## src/rtl/bwt_pkg.sv

```systemverilog
package bwt_pkg;

    localparam int ADDR_W       = 32;
    localparam int CNT_W        = 8;
    localparam int PSPACE_W     = 2;
    localparam int N_SPACES     = 4;
    localparam int SPACE_IDX_W  = $clog2(N_SPACES);
    localparam int SPACE_CODE_W = SPACE_IDX_W + 1;
    localparam int WIDE_W       = ADDR_W + 1;

    typedef enum logic [SPACE_IDX_W-1:0] {
        SP_MEM     = 2'd0,
        SP_IO      = 2'd1,
        SP_CONFIG  = 2'd2,
        SP_SPECIAL = 2'd3
    } space_e;

    typedef struct packed {
        logic [ADDR_W-1:0]   pbase;
        logic [ADDR_W-1:0]   cbase;
        logic [ADDR_W-1:0]   size;
        logic [PSPACE_W-1:0] pspace;
    } win_t;

    function automatic logic [WIDE_W-1:0] widen(input logic [ADDR_W-1:0] a);
        return {1'b0, a};
    endfunction

    function automatic logic [WIDE_W-1:0] end_of(input logic [ADDR_W-1:0] a,
                                                 input logic [CNT_W-1:0]  n);
        return widen(a) + {{(WIDE_W-CNT_W){1'b0}}, n};
    endfunction

    // Full containment of [a, a+n) inside [base, base+size)
    function automatic logic contains(input logic [ADDR_W-1:0] a,
                                      input logic [CNT_W-1:0]  n,
                                      input logic [ADDR_W-1:0] base,
                                      input logic [ADDR_W-1:0] size);
        logic [WIDE_W-1:0] top;
        top = widen(base) + widen(size);
        return (size != '0) && (widen(a) >= widen(base)) && (end_of(a, n) <= top);
    endfunction

    // Point inside the closed range [base, base+size]
    function automatic logic in_closed(input logic [WIDE_W-1:0] p,
                                       input logic [ADDR_W-1:0] base,
                                       input logic [ADDR_W-1:0] size);
        return (p >= widen(base)) && (p <= widen(base) + widen(size));
    endfunction

endpackage

```

## src/rtl/bwt_window_table.sv

```systemverilog
module bwt_window_table
    import bwt_pkg::*;
(
    input  logic                      clk,
    input  logic                      rst,
    input  logic                      reinit,
    input  logic                      cfg_valid,
    input  logic [SPACE_CODE_W-1:0]   cfg_space,
    input  win_t                      cfg_win,
    output win_t [N_SPACES-1:0]       table_q,
    output logic                      err_dup,
    output logic                      err_space
);

    localparam logic [SPACE_CODE_W-1:0] SPACE_LIMIT = SPACE_CODE_W'(N_SPACES);

    logic                   code_ok;
    logic [SPACE_IDX_W-1:0] idx;
    logic                   occupied;

    assign code_ok  = cfg_space < SPACE_LIMIT;
    assign idx      = cfg_space[SPACE_IDX_W-1:0];
    assign occupied = table_q[idx].size != '0;

    always_ff @(posedge clk) begin
        err_dup   <= 1'b0;
        err_space <= 1'b0;
        if (rst || reinit) begin
            table_q <= '0;
        end else if (cfg_valid) begin
            if (!code_ok)
                err_space <= 1'b1;
            else if (occupied)
                err_dup <= 1'b1;
            else
                table_q[idx] <= cfg_win;
        end
    end

    AST_DUP_KEEPS: assert property (@(posedge clk) disable iff (rst)
        (cfg_valid && !reinit && code_ok && occupied) |=> (err_dup && table_q == $past(table_q)));

    AST_BAD_SPACE_KEEPS: assert property (@(posedge clk) disable iff (rst)
        (cfg_valid && !reinit && !code_ok) |=> (err_space && table_q == $past(table_q)));

    AST_REINIT_CLEARS: assert property (@(posedge clk) disable iff (rst)
        reinit |=> (table_q == '0 && !err_dup && !err_space));

endmodule

```

## src/rtl/bwt_outbound.sv

```systemverilog
module bwt_outbound
    import bwt_pkg::*;
(
    input  logic                    clk,
    input  logic                    rst,
    input  win_t [N_SPACES-1:0]     table_q,
    input  logic                    req_valid,
    input  logic                    req_write,
    input  logic [ADDR_W-1:0]       req_addr,
    input  logic [CNT_W-1:0]        req_count,
    output logic                    fwd_valid,
    output logic                    fwd_write,
    output logic [ADDR_W-1:0]       fwd_addr,
    output logic [SPACE_IDX_W-1:0]  fwd_space,
    output logic [CNT_W-1:0]        fwd_count,
    output logic                    done_valid,
    output logic [CNT_W-1:0]        done_count
);

    logic [N_SPACES-1:0]    hit;
    logic [SPACE_IDX_W-1:0] sel;
    logic                   any_hit;
    logic [ADDR_W-1:0]      xlated;

    for (genvar g = 0; g < N_SPACES; g++) begin : g_match
        assign hit[g] = contains(req_addr, req_count, table_q[g].pbase, table_q[g].size);
    end

    // Lowest index wins: scan downward so the last assignment is the lowest hit
    always_comb begin
        sel = '0;
        for (int i = N_SPACES - 1; i >= 0; i--) begin
            if (hit[i]) sel = SPACE_IDX_W'(i);
        end
    end

    assign any_hit = |hit;
    assign xlated  = req_addr - table_q[sel].pbase + table_q[sel].cbase;

    always_ff @(posedge clk) begin
        if (rst) begin
            fwd_valid  <= 1'b0;
            fwd_write  <= 1'b0;
            fwd_addr   <= '0;
            fwd_space  <= '0;
            fwd_count  <= '0;
            done_valid <= 1'b0;
            done_count <= '0;
        end else begin
            fwd_valid  <= req_valid && any_hit;
            done_valid <= req_valid;
            done_count <= (req_valid && any_hit) ? req_count : '0;
            if (req_valid && any_hit) begin
                fwd_write <= req_write;
                fwd_addr  <= xlated;
                fwd_space <= sel;
                fwd_count <= req_count;
            end
        end
    end

    AST_FWD_HAS_DONE: assert property (@(posedge clk) disable iff (rst)
        fwd_valid |-> (done_valid && done_count == fwd_count));

    AST_FWD_FROM_REQ: assert property (@(posedge clk) disable iff (rst)
        fwd_valid |-> ($past(req_valid) && fwd_count == $past(req_count)));

    AST_MISS_ZERO: assert property (@(posedge clk) disable iff (rst)
        (done_valid && !fwd_valid) |-> done_count == '0);

    AST_SINGLE_PULSE: assert property (@(posedge clk) disable iff (rst)
        (fwd_valid && !$past(req_valid, 2)) |=> !fwd_valid || $past(req_valid));

endmodule

```

## src/rtl/bwt_dma_check.sv

```systemverilog
module bwt_dma_check
    import bwt_pkg::*;
(
    input  logic                    clk,
    input  logic                    rst,
    input  win_t                    mem_win,
    input  logic                    dma_valid,
    input  logic                    dma_write,
    input  logic [SPACE_IDX_W-1:0]  dma_space,
    input  logic [ADDR_W-1:0]       dma_addr,
    input  logic [CNT_W-1:0]        dma_count,
    output logic                    dma_fwd_valid,
    output logic                    dma_fwd_write,
    output logic [ADDR_W-1:0]       dma_fwd_addr,
    output logic [CNT_W-1:0]        dma_fwd_count,
    output logic [PSPACE_W-1:0]     dma_fwd_pspace,
    output logic                    dma_err_space,
    output logic                    dma_err_overlap
);

    logic space_ok;
    logic overlap;

    assign space_ok = dma_space == SP_MEM;
    assign overlap  = (mem_win.size != '0) &&
                      (in_closed(widen(dma_addr), mem_win.cbase, mem_win.size) ||
                       in_closed(end_of(dma_addr, dma_count), mem_win.cbase, mem_win.size));

    always_ff @(posedge clk) begin
        if (rst) begin
            dma_fwd_valid   <= 1'b0;
            dma_fwd_write   <= 1'b0;
            dma_fwd_addr    <= '0;
            dma_fwd_count   <= '0;
            dma_fwd_pspace  <= '0;
            dma_err_space   <= 1'b0;
            dma_err_overlap <= 1'b0;
        end else begin
            dma_err_space   <= dma_valid && !space_ok;
            dma_err_overlap <= dma_valid && space_ok && overlap;
            dma_fwd_valid   <= dma_valid && space_ok && !overlap;
            if (dma_valid && space_ok && !overlap) begin
                dma_fwd_write  <= dma_write;
                dma_fwd_addr   <= dma_addr;
                dma_fwd_count  <= dma_count;
                dma_fwd_pspace <= mem_win.pspace;
            end
        end
    end

    AST_DMA_ONE_OUTCOME: assert property (@(posedge clk) disable iff (rst)
        $onehot0({dma_fwd_valid, dma_err_space, dma_err_overlap}));

    AST_DMA_MEM_ONLY: assert property (@(posedge clk) disable iff (rst)
        (dma_fwd_valid || dma_err_overlap) |-> $past(dma_space) == SP_MEM);

    AST_DMA_ADDR_KEPT: assert property (@(posedge clk) disable iff (rst)
        dma_fwd_valid |-> (dma_fwd_addr == $past(dma_addr) && dma_fwd_count == $past(dma_count)));

endmodule

```

## src/rtl/addr_window_bridge.sv

```systemverilog
module addr_window_bridge
    import bwt_pkg::*;
(
    input  logic                    clk,
    input  logic                    rst,
    input  logic                    reinit,
    input  logic                    cfg_valid,
    input  logic [SPACE_CODE_W-1:0] cfg_space,
    input  logic [ADDR_W-1:0]       cfg_parent_base,
    input  logic [ADDR_W-1:0]       cfg_child_base,
    input  logic [ADDR_W-1:0]       cfg_size,
    input  logic [PSPACE_W-1:0]     cfg_parent_space,
    output logic                    cfg_err_dup,
    output logic                    cfg_err_space,
    input  logic                    req_valid,
    input  logic                    req_write,
    input  logic [ADDR_W-1:0]       req_addr,
    input  logic [CNT_W-1:0]        req_count,
    output logic                    fwd_valid,
    output logic                    fwd_write,
    output logic [ADDR_W-1:0]       fwd_addr,
    output logic [SPACE_IDX_W-1:0]  fwd_space,
    output logic [CNT_W-1:0]        fwd_count,
    output logic                    done_valid,
    output logic [CNT_W-1:0]        done_count,
    input  logic                    dma_valid,
    input  logic                    dma_write,
    input  logic [SPACE_IDX_W-1:0]  dma_space,
    input  logic [ADDR_W-1:0]       dma_addr,
    input  logic [CNT_W-1:0]        dma_count,
    output logic                    dma_fwd_valid,
    output logic                    dma_fwd_write,
    output logic [ADDR_W-1:0]       dma_fwd_addr,
    output logic [CNT_W-1:0]        dma_fwd_count,
    output logic [PSPACE_W-1:0]     dma_fwd_pspace,
    output logic                    dma_err_space,
    output logic                    dma_err_overlap
);

    win_t                cfg_win;
    win_t [N_SPACES-1:0] table_q;

    assign cfg_win = '{pbase:  cfg_parent_base,
                       cbase:  cfg_child_base,
                       size:   cfg_size,
                       pspace: cfg_parent_space};

    bwt_window_table u_table (
        .clk       (clk),
        .rst       (rst),
        .reinit    (reinit),
        .cfg_valid (cfg_valid),
        .cfg_space (cfg_space),
        .cfg_win   (cfg_win),
        .table_q   (table_q),
        .err_dup   (cfg_err_dup),
        .err_space (cfg_err_space)
    );

    bwt_outbound u_out (
        .clk        (clk),
        .rst        (rst),
        .table_q    (table_q),
        .req_valid  (req_valid),
        .req_write  (req_write),
        .req_addr   (req_addr),
        .req_count  (req_count),
        .fwd_valid  (fwd_valid),
        .fwd_write  (fwd_write),
        .fwd_addr   (fwd_addr),
        .fwd_space  (fwd_space),
        .fwd_count  (fwd_count),
        .done_valid (done_valid),
        .done_count (done_count)
    );

    bwt_dma_check u_dma (
        .clk             (clk),
        .rst             (rst),
        .mem_win         (table_q[SP_MEM]),
        .dma_valid       (dma_valid),
        .dma_write       (dma_write),
        .dma_space       (dma_space),
        .dma_addr        (dma_addr),
        .dma_count       (dma_count),
        .dma_fwd_valid   (dma_fwd_valid),
        .dma_fwd_write   (dma_fwd_write),
        .dma_fwd_addr    (dma_fwd_addr),
        .dma_fwd_count   (dma_fwd_count),
        .dma_fwd_pspace  (dma_fwd_pspace),
        .dma_err_space   (dma_err_space),
        .dma_err_overlap (dma_err_overlap)
    );

    AST_REQ_BEFORE_CFG: assert property (@(posedge clk) disable iff (rst)
        (req_valid && cfg_valid && table_q == '0) |=> !fwd_valid);

endmodule

```

## config.mk

```make
export PLATFORM = sky130hd
export DESIGN_NAME = addr_window_bridge
export DESIGN_NICKNAME = d
export VERILOG_FILES = /design/src/rtl/bwt_pkg.sv /design/src/rtl/bwt_window_table.sv /design/src/rtl/bwt_outbound.sv /design/src/rtl/bwt_dma_check.sv /design/src/rtl/addr_window_bridge.sv
export SDC_FILE = /design/constraint.sdc
export NUM_CORES = 2
export LEC_CHECK = 0
export ABC_AREA = 0
export BUFFER_PORTS_ARGS = -buffer_cell sky130_fd_sc_hd__buf_4
export CORE_MARGIN = 4
export CORE_UTILIZATION = 45
export CTS_BUF_LIST = sky130_fd_sc_hd__clkbuf_2
export CTS_CLUSTER_DIAMETER = 50
export DETAILED_ROUTE_END_ITERATION = 10
export SLEW_MARGIN = 40
export SYNTH_ARGS = -nofsm -noshare
export SYNTH_HDL_FRONTEND = slang
export SYNTH_HIERARCHICAL = 1
export SYNTH_SLANG_ARGS = --single-unit
export TNS_END_PERCENT = 50
```

## constraint.sdc

```tcl
create_clock -name clk -period 15.1 [get_ports clk]
set_input_delay 1.51 -clock clk [delete_from_list [all_inputs] [get_ports clk]]
set_output_delay 1.51 -clock clk [all_outputs]
set_load 0.01 [all_outputs]
```

==> impl_metrics.env <==
export IMPL_start_kind="flip-flop"
export IMPL_crit_slowest_cell="nor3_1"
export IMPL_vias=38930
export IMPL_max_cap_viol_count=0
export IMPL_max_stage_delay_ns=0.70
export IMPL_power_density_mw_per_mm2=79.13
export IMPL_slew_headroom_pct=28.23
export IMPL_crit_path_end_kind="flip-flop"
export IMPL_cts_setup_buffers=0
export IMPL_crit_path_end="u_out/fwd_addr[30]"
export IMPL_cts_tree="built"
export IMPL_r2r_slack_ns=3.80
export IMPL_rsz0062_at_grt="no"
export IMPL_cp_arrival_ns=12.64
export IMPL_htreeDepth=4
export IMPL_dieWidth_um=302.4
export IMPL_fp_dieArea_mm2=0.09142
export IMPL_status="finished, final reports clean"
export IMPL_synth_nets=5826
export IMPL_place_gp_congestion=1.017
export IMPL_antenna_found_initial=9
export IMPL_grt_usage_pct=33.93
export IMPL_synthCells=5005
export IMPL_root_buffer="clkbuf_2"
export IMPL_syn_avg_cell_area_um2=7.791
export IMPL_cts_hold_buf=0
export IMPL_hp_class="in -> reg"
export IMPL_clockBufferDepth=3
export IMPL_cts_sinks=487
export IMPL_syn_area_mm2=0.03899
export IMPL_path_clk_slew_ns=0.09
export IMPL_place_hpwl_um=125000
export IMPL_yosys_warnings=6
export IMPL_overflow=0
export IMPL_critPathLaunch="u_table/table_q[198]"
export IMPL_layout_drive_gt1_share_pct=11.36
export IMPL_fin_crit_ns=11.30
export IMPL_hold_viol_final=0
export IMPL_clk_latency_ns=1.51
export IMPL_grt_pass1_vias=36080
export IMPL_nets=6108
export IMPL_setup_tns_ns=0
export IMPL_utilization_pct=50.84
export IMPL_antenna_left=0
export IMPL_fin_crit_sh_pct=74.81
export IMPL_drtIter0Drc=4088
export IMPL_die_h_um=302.4
export IMPL_grt_max_degree=149
export IMPL_irDropWorstVdd_mv=0.08539
export IMPL_maxSlewViolCount=0
export IMPL_worst_ep_required_time_ns=16.45
export IMPL_start_util_pct=45.58
export IMPL_ctsResizeCount=0
export IMPL_reg2regPathDepth=43
export IMPL_crit_fanout=148
export IMPL_areaGrowthSynthToFinish_pct=11.55
export IMPL_wirelength_um=159900
export IMPL_p_leak_nw=17.82
export IMPL_r2r_end="u_out/fwd_addr[30]"
export IMPL_core_area_mm2=0.08555
export IMPL_r2r_start="u_table/table_q[198]"
export IMPL_vias_per_cell=5.956
export IMPL_skew_ns=0.1177
export IMPL_setup_violations=0
export IMPL_worst_slack_ns=3.804
export IMPL_tightest_slew_ns=1.077
export IMPL_dpl_worst_slack_ns=3.110
export IMPL_port_buffers=291
export IMPL_grt_pass1_wl_um=232300
export IMPL_crit_type="reg -> reg"
export IMPL_ioPinCount=292
export IMPL_drc=0
export IMPL_fmax_ghz=0.08853
export IMPL_cts_buffers=144
export IMPL_num_rows=107
export IMPL_cpMostUsedCell="ha_1"
export IMPL_avgRoutedWirePerCell_um=24.46
export IMPL_drtPass1Iterations=8
worst max-delay path, delay by kind of cell, from the launching register on:
kind,cells,cell delay (ns)
AO/OA/AOI/OAI,21,5.65
XOR/XNOR,1,0.18
adder cells (fa/ha/maj),6,1.63
buffers and inverters,3,0.58
flip-flops,1,0.43
multiplexers,2,0.55
AND/OR/NAND/NOR,10,1.99
power breakdown:
| group | leakage [nW] | total [mW] | internal, mW | switching, mW |
|---|---|---|---|---|
| Clock | 0.950 | 1.05 | 0.423 | 0.628 |
| Sequential | 3.93 | 1.34 | 1.31 | 0.0307 |
| Combinational | 12.9 | 1.05 | 0.400 | 0.646 |
| Total | 17.8 | 3.44 | 2.14 | 1.30 |
how the worst min path moves through the flow:
stage	cells past startpoint	to	from	slack, ns
after detailed placement	2	u_table/table_q[233]	u_table/table_q[233]	0.44
after floorplan	2	u_table/table_q[132]	u_table/table_q[132]	0.43
after CTS	3	u_out/fwd_write	req_write	0.09
after global placement	2	u_table/table_q[163]	u_table/table_q[163]	0.44
final	3	u_table/table_q[316]	cfg_size[20]	0.27
after global routing	3	u_table/table_q[339]	cfg_child_base[11]	0.16
stage by stage:
step | power, mW | hold WS, ns | std cells | cell area, um^2
floorplan | 2.016 | 0.4284 | 5005 | 38990
finish | 3.442 | 0.2663 | 6536 | 43500
global route | 3.637 | 0.1582 | 6535 | 43490
global placement | 2.382 | 0.4365 | 6285 | 42080
detailed placement | 2.388 | 0.4423 | 6285 | 42140
CTS | 3.452 | 0.09354 | 6522 | 43430
cell usage in the layout (no fill, tap or decap), drive strengths merged, types with 13 or more instances in the layout:
cell,count
nand2,795
a21oi,682
ha,592
dfxtp,487
nor2,343
buf,325
inv,258
o21ai,213
clkbuf,195
a21o,134
xnor2,126
nand2b,123
xor2,98
nand4,88
nor4,86
nand3,79
a211oi,70
mux2i,64
nor3,54
a31oi,52
o211ai,46
and2,44
fa,38
nor2b,38
o21bai,35
and3,35
o21a,33
clkinv,28
and4,19
o31ai,17
diode,14
or2,14
a2111oi,14
a211o,13
metal layers:
metal	track usage, %	up-vias	part of all wire [%]	wire (um)
met3	7.249	302	9.4	15040
met1	46.28	18350	43	68990
met5	0	-	0.0075	12
met4	13.89	2	4.2	6788
met2	52.11	1827	43	69050
li1	-	18460	-	-
flip-flops by register name, summed over array words and instances, names as in the netlist, 2 cells and up:
| name | cells |
|---|---|
| u_dma/dma_fwd_pspace | 2 |
| u_dma/dma_fwd_addr | 32 |
| u_out/fwd_addr | 32 |
| u_table/table_q | 386 |
| u_dma/dma_fwd_count | 8 |
| u_out/fwd_count | 8 |
| u_out/done_count | 8 |
| u_out/fwd_space | 2 |
cell type report:
class	instances	area (um^2)
fill	8597	42050
clock buffer	195	975.9
sequential	487	9749
antenna	14	35.03
timing repair buffer	325	2486
multi-input combinational	4076	27550
tap	1144	1431
inverter	253	949.7
clock inverter	42	317.8
Power figures use the tool's default switching activity.
